## src/rtl/eoi_trk_pkg.sv

```systemverilog
package eoi_trk_pkg;

  // Clamp a population count to what the counter register can hold.
  function automatic int unsigned sat_cnt(input int unsigned n, input int unsigned lim);
    return (n > lim) ? lim : n;
  endfunction

endpackage

```

## src/rtl/eoi_dest_slot.sv

```systemverilog
module eoi_dest_slot #(
  parameter int VEC_W = 8
) (
  input  logic             clk,
  input  logic             rst_n,
  input  logic             dlv_take,
  input  logic             dlv_sel,
  input  logic [VEC_W-1:0] dlv_vector,
  input  logic             eoi_valid,
  input  logic             eoi_sel,
  input  logic [VEC_W-1:0] eoi_vector,
  input  logic             rebuild,
  input  logic             cur_pend,
  input  logic [VEC_W-1:0] cur_vector,
  output logic             hit
);

  logic             pend_q, pend_d;
  logic [VEC_W-1:0] vec_q, vec_d;
  logic             set_now, bit_mid, slot_en;
  logic [VEC_W-1:0] vec_mid;

  // Delivery is folded in first, then the EOI is judged against the result.
  always_comb begin
    set_now = dlv_take & dlv_sel;
    bit_mid = pend_q | set_now;
    vec_mid = set_now ? dlv_vector : vec_q;
    hit     = eoi_valid & eoi_sel & bit_mid & (vec_mid == eoi_vector);
  end

  always_comb begin
    slot_en = set_now | hit | rebuild;
    if (rebuild) begin
      pend_d = cur_pend;
      vec_d  = cur_pend ? cur_vector : vec_mid;
    end else begin
      pend_d = bit_mid & ~hit;
      vec_d  = vec_mid;
    end
  end

  always_ff @(posedge clk or negedge rst_n) begin
    if (!rst_n) begin
      pend_q <= 1'b0;
      vec_q  <= '0;
    end else if (slot_en) begin
      pend_q <= pend_d;
      vec_q  <= vec_d;
    end
  end

  // an accepting destination becomes pending with the delivered vector
  p_store_r4: assert property (@(posedge clk) disable iff (!rst_n)
    set_now && !hit && !rebuild |=> pend_q && (vec_q == $past(dlv_vector)));

  // a matching EOI retires the destination
  p_clear_r5: assert property (@(posedge clk) disable iff (!rst_n)
    hit && !rebuild |=> !pend_q);

  // a same-cycle delivery and matching EOI leave the destination retired
  p_dlv_first_r7: assert property (@(posedge clk) disable iff (!rst_n)
    dlv_take && dlv_sel && eoi_valid && eoi_sel && (dlv_vector == eoi_vector) && !rebuild
    |=> !pend_q);

endmodule

```

## src/rtl/eoi_pend_counter.sv

```systemverilog
module eoi_pend_counter #(
  parameter int CNT_W = 4
) (
  input  logic             clk,
  input  logic             rst_n,
  input  logic             dlv_take,
  input  logic             dlv_ok,
  input  logic [CNT_W-1:0] dlv_load,
  input  logic             eoi_hit,
  input  logic [CNT_W-1:0] rebuild_load,
  output logic             rebuild,
  output logic [CNT_W-1:0] count,
  output logic             coalesced
);

  logic [CNT_W-1:0] cnt_q, cnt_mid, cnt_d;
  logic             coal_q, coal_d, cnt_en;

  always_comb begin
    cnt_mid = dlv_take ? (dlv_ok ? dlv_load : '0) : cnt_q;
    rebuild = eoi_hit & (cnt_mid == '0);
    if (rebuild)      cnt_d = rebuild_load;
    else if (eoi_hit) cnt_d = cnt_mid - 1'b1;
    else              cnt_d = cnt_mid;
    coal_d = (cnt_d != '0);
    cnt_en = dlv_take | eoi_hit;
  end

  always_ff @(posedge clk or negedge rst_n) begin
    if (!rst_n) begin
      cnt_q  <= '0;
      coal_q <= 1'b0;
    end else if (cnt_en) begin
      cnt_q  <= cnt_d;
      coal_q <= coal_d;
    end
  end

  assign count     = cnt_q;
  assign coalesced = coal_q;

  // flag and count agree at every edge
  p_flag_r1: assert property (@(posedge clk) disable iff (!rst_n)
    coalesced == (count != '0));

  // a retiring EOI without delivery or rebuild removes exactly one
  p_dec_r5: assert property (@(posedge clk) disable iff (!rst_n)
    eoi_hit && !dlv_take && !rebuild |=> count == $past(count) - 1'b1);

endmodule

```

## src/rtl/eoi_pend_tracker.sv

```systemverilog
module eoi_pend_tracker #(
  parameter int NUM_DEST = 8,
  parameter int VEC_W    = 8,
  parameter int CNT_W    = 4
) (
  input  logic                        clk,
  input  logic                        rst_n,
  input  logic                        dlv_valid,
  input  logic                        dlv_ok,
  input  logic [NUM_DEST-1:0]         dlv_mask,
  input  logic [VEC_W-1:0]            dlv_vector,
  input  logic                        eoi_valid,
  input  logic [$clog2(NUM_DEST)-1:0] eoi_dest,
  input  logic [VEC_W-1:0]            eoi_vector,
  input  logic [NUM_DEST-1:0]         cur_pending,
  input  logic [VEC_W-1:0]            cur_vector,
  output logic                        coalesced,
  output logic [CNT_W-1:0]            pend_count
);
  import eoi_trk_pkg::*;

  localparam int DEST_W  = $clog2(NUM_DEST);
  localparam int CNT_MAX = (1 << CNT_W) - 1;

  logic                rst_meta, rst_sync_n;
  logic                dlv_take, eoi_hit, rebuild;
  logic [NUM_DEST-1:0] eoi_sel, hit_vec;
  logic [CNT_W-1:0]    dlv_load, rebuild_load;

  // Assert at once, release two edges later.
  always_ff @(posedge clk or negedge rst_n) begin
    if (!rst_n) begin
      rst_meta   <= 1'b0;
      rst_sync_n <= 1'b0;
    end else begin
      rst_meta   <= 1'b1;
      rst_sync_n <= rst_meta;
    end
  end

  always_comb begin
    dlv_take     = dlv_valid & ~coalesced;
    eoi_sel      = '0;
    eoi_sel[eoi_dest] = 1'b1;
    eoi_hit      = |hit_vec;
    dlv_load     = CNT_W'(sat_cnt($countones(dlv_mask), CNT_MAX));
    rebuild_load = CNT_W'(sat_cnt($countones(cur_pending), CNT_MAX));
  end

  for (genvar i = 0; i < NUM_DEST; i++) begin : g_slot
    eoi_dest_slot #(.VEC_W(VEC_W)) u_slot (
      .clk        (clk),
      .rst_n      (rst_sync_n),
      .dlv_take   (dlv_take),
      .dlv_sel    (dlv_mask[i]),
      .dlv_vector (dlv_vector),
      .eoi_valid  (eoi_valid),
      .eoi_sel    (eoi_sel[i]),
      .eoi_vector (eoi_vector),
      .rebuild    (rebuild),
      .cur_pend   (cur_pending[i]),
      .cur_vector (cur_vector),
      .hit        (hit_vec[i])
    );
  end

  eoi_pend_counter #(.CNT_W(CNT_W)) u_cnt (
    .clk          (clk),
    .rst_n        (rst_sync_n),
    .dlv_take     (dlv_take),
    .dlv_ok       (dlv_ok),
    .dlv_load     (dlv_load),
    .eoi_hit      (eoi_hit),
    .rebuild_load (rebuild_load),
    .rebuild      (rebuild),
    .count        (pend_count),
    .coalesced    (coalesced)
  );

  // a refused delivery leaves the count alone
  p_reject_r2: assert property (@(posedge clk) disable iff (!rst_sync_n)
    dlv_valid && coalesced && !eoi_valid |=> pend_count == $past(pend_count));

  // a taken delivery loads the saturated accept count, or zero on failure
  p_load_r3: assert property (@(posedge clk) disable iff (!rst_sync_n)
    dlv_valid && !coalesced && !eoi_valid |=>
      pend_count == ($past(dlv_ok) ?
        CNT_W'(sat_cnt($countones($past(dlv_mask)), CNT_MAX)) : CNT_W'(0)));

  // an underflowing EOI rebuilds the count from the snapshot
  p_rebuild_r6: assert property (@(posedge clk) disable iff (!rst_sync_n)
    rebuild |=> pend_count == CNT_W'(sat_cnt($countones($past(cur_pending)), CNT_MAX)));

  // one edge after reset is released the count is empty
  p_reset_r8: assert property (@(posedge clk)
    $rose(rst_sync_n) |-> pend_count == '0 && !coalesced);

endmodule

```

## config.mk

```make
export PLATFORM = sky130hd
export DESIGN_NAME = eoi_pend_tracker
export DESIGN_NICKNAME = d
export VERILOG_FILES = /design/src/rtl/eoi_trk_pkg.sv /design/src/rtl/eoi_dest_slot.sv /design/src/rtl/eoi_pend_counter.sv /design/src/rtl/eoi_pend_tracker.sv
export SDC_FILE = /design/constraint.sdc
export NUM_CORES = 1
export LEC_CHECK = 0
export BUFFER_PORTS_ARGS = -buffer_cell sky130_fd_sc_hd__buf_2
export CAP_MARGIN = 30
export CORE_UTILIZATION = 29
export CTS_BUF_LIST = sky130_fd_sc_hd__clkbuf_2 sky130_fd_sc_hd__clkbuf_4 sky130_fd_sc_hd__clkbuf_8
export DETAILED_ROUTE_END_ITERATION = 10
export MAX_ROUTING_LAYER = met4
export SYNTH_ARGS = -nofsm -noshare
export SYNTH_HDL_FRONTEND = slang
export SYNTH_SLANG_ARGS = --single-unit
```

## constraint.sdc

```tcl
create_clock -name clk -period 6.3 [get_ports clk]
set_input_delay 1.26 -clock clk [delete_from_list [all_inputs] [get_ports clk]]
set_output_delay 1.26 -clock clk [all_outputs]
set_load 0.01 [all_outputs]
```

==> metrics <==
fill count 2,291; Tcrit/Tclk final 0.8035; syn_nets 802; fmax 197.5 MHz; leading area contributor after synthesis dfrtp_1; reg-to-reg critical path endpoint g_slot[2].u_slot.vec_q[1]; Final #Nets about 830; Post-synth top flop dfrtp_1; layout cells sized above 1 0.1299; CP startpoint kind input port; first-pass GRT wire length between 30 and 40 mm; CTS tree done; Mapped Avg Cell Area 8.874 um2; vias in the first global route 5,846; element type at the critical path end flop; Slew Limit Headroom 0.4100; routed wire length 24.17 mm; Vias per Instance 5.774; Net Sw Frac 0.4001; most frequent cell after synthesis mux2i_1; Synth Register Bits 79; placed cells about 1,000; share of flip-flops with an asynchronous set or reset 1.000; Area Growth Syn to Fin 10.49%; Gate power share 0.437; grt ovf 0; synthesis warning total 0; setup tns final 0 ns; Reg2Reg Setup Slack 2.49 ns; wire length per cell 23.02 um; CTS Root Buffer Type clkbuf_8; all-layer global routing usage 0.2170; Post-synth EDFFs 0; CTS buffer count 9; violated checks design-rule violations; Hold Buf Count CTS 0; Post-CTS Setup Inserts 0; Row Count 54; Period minus WS final ~5.1 ns; status finished, violations left; CTS sink count 79; most instantiated cells after synthesis 86 x mux2i_1, 79 x dfrtp_1, 59 x inv_1; mapped cell area about 6500 um2; largest net degree at the start of global routing 48; required time worst endpoint 6.58 ns; routed length on met2 10.44 mm; Power Density between 300 and 400 nW/um2; P_leak approximately 3.5 nW; Clk network pwr share 0.191; hold crit path type flop to async pin; Seq/Total Area, Yosys 0.3019; Top Layer Used met4; antenna cells 0; Final Hold Fails 0; core area around 22,000 um2; io pins 53; Area contributors post-synth dfrtp_1 30%, mux2i_1 13%, o21ai_0 3.7%; Crit Path Class input port to flop; RR Startpoint u_cnt.coalesced; Final Max Tran Viols 0; Clk Latency, worst-skew pair a little under 0.4 ns; Worst Skew 0.01292 ns; initial DRC count 659; Die ar. between 20,000 and 25,000 um2; Mapped Cells roughly 740; die height about 150 um; # resized after CTS 0; die width 152.3 um; part of the power in registers 0.372; placed wire-length estimate 17.00 mm; non-filler instance count after layout 1,050; Internal Power 0.001423 W; H-Tree Level Count 3; Psw between 0.0009 and 0.001 W; Buffers on Ports 52; Clock Path Buffers 2; remaining antenna violation count after routing 0; Residual DRC 3; share of the synthesized area in the top cell type 0.3019; Final setup viols 0; critical-path maximum fanout 14; via count 6,063; RSZ-0062 raised after global routing no; Max-Cap Viols 0; Starting Density 0.2982; M1 wire length 10.62 mm; Max VDD drop 0.1341 mV; reg2reg path depth 8; Slew @ Worst Pin a little under 0.9 ns; count of cell types in the netlist 68; drt pass-1 iters 8; DR WL met3 1.975 mm; Crit path arrival time 5.34 ns; Reg clk slew, reported paths roughly 0.090 ns; initial antenna violation count 0; RD Place Congestion 0.9248
## power groups by stage
stage / Clock, W / Combinational (W) / Sequential, W
after detailed placement: 0 / 0.00102 / 0.000890
after global routing: 0.000485 / 0.00115 / 0.000912
after CTS: 0.000460 / 0.00102 / 0.000881
after floorplan: 0 / 0.000785 / 0.000858
after global placement: 0 / 0.000997 / 0.000891
final: 0.000452 / 0.00104 / 0.000883
## critical path, cell delays in order
cell      delay (ns)
buf_2           0.10
inv_1           0.05
fa_1            0.55
fa_1            0.43
fa_1            0.43
inv_1           0.07
ha_1            0.17
inv_1           0.06
fa_1            0.47
nor3b_1         0.05
a21oi_1         0.28
ha_1            0.28
and3_1          0.18
buf_4           0.33
o211ai_4        0.25
mux2_1          0.36
## registers in the layout, indices dropped and copies added (netlist names)
name                  flops
g_slot.u_slot.vec_q      64
g_slot.u_slot.pend_q      8
u_cnt.count               4
rst_meta                  1
rst_sync_n                1
u_cnt.coalesced           1
## per-stage QoR
| step | util | total power, W | area, um2 | hold WS [ns] | worst slack [ns] |
|---|---|---|---|---|---|
| 6_report | 0.3295 | 0.002371 | 7236 | 0.2815 | 1.238 |
| 5_1_grt | 0.3295 | 0.002544 | 7236 | 0.3240 | 1.022 |
| 4_1_cts | 0.3295 | 0.002363 | 7236 | 0.3076 | 1.269 |
| 3_5_place_dp | 0.3195 | 0.001908 | 7015 | 0.2989 | 0.8729 |
| 3_3_place_gp | 0.3182 | 0.001889 | 6988 | 0.3356 | 0.9368 |
| 2_1_floorplan | - | 0.001642 | 6549 | 0.3312 | 1.098 |
## layout by cell type (no fill, tap or decap), drive strengths merged, types with 6 or more instances in the layout
master / count
clkbuf: 11
a31oi: 7
xor2: 16
or3: 11
mux2i: 86
nor2: 53
ha: 8
nor4: 13
nand2: 31
nand4: 13
a21oi: 44
inv: 60
fa: 8
o21ai: 49
mux2: 13
nand3b: 10
buf: 56
and3b: 8
a221oi: 6
nor2b: 24
dfrtp: 79
nor3: 18
o21a: 7
o211ai: 15
nand3: 22
xnor2: 20
or4: 9
nand2b: 17
## logic make-up after synthesis
kind of cell               count (synthesis)  share of synthesized area
DFF                                       79                     0.3019
adders and majority gates                 16                    0.03974
xor gates and xnor gates                  36                    0.04815
muxes                                     99                     0.1578
AOI/OAI and AO/OA                        165                     0.1769
buffers and inverters                     99                    0.06400
and+or+nand+nor                          243                     0.2109
other                                      1                  0.0005726
## how the worst max path moves through the flow
stage | startpoint | to | slack [ns] | depth (start not counted)
floorplan | dlv_mask[0] | g_slot[6].u_slot.vec_q[1] | 1.10 | 16
global placement | dlv_mask[0] | g_slot[1].u_slot.vec_q[4] | 0.94 | 16
detailed placement | dlv_mask[0] | g_slot[1].u_slot.vec_q[4] | 0.87 | 16
CTS | dlv_mask[0] | g_slot[5].u_slot.pend_q | 1.27 | 16
global route | dlv_mask[0] | g_slot[5].u_slot.pend_q | 1.02 | 16
finish | dlv_mask[0] | g_slot[1].u_slot.vec_q[4] | 1.24 | 16
## routing by layer
layer | vias to the layer above | track usage
met5 | - | -
met4 | 0 | 0.09864
met3 | 71 | 0.05148
met2 | 342 | 0.3129
met1 | 2930 | 0.2861
li1 | 2720 | -
## final cells by class
type                       instances  area [um2]  share of cell area
clock buffer                      11       138.9             0.01919
clock inverter                     5       81.33             0.01124
inverter                          59       221.5             0.03061
multi-input combinational        560        4153              0.5739
sequential                        79        1981              0.2737
tap                              280       350.3             0.04842
timing repair buffer              56       310.3             0.04288
No activity file was read; power rests on OpenSTA's default activity.
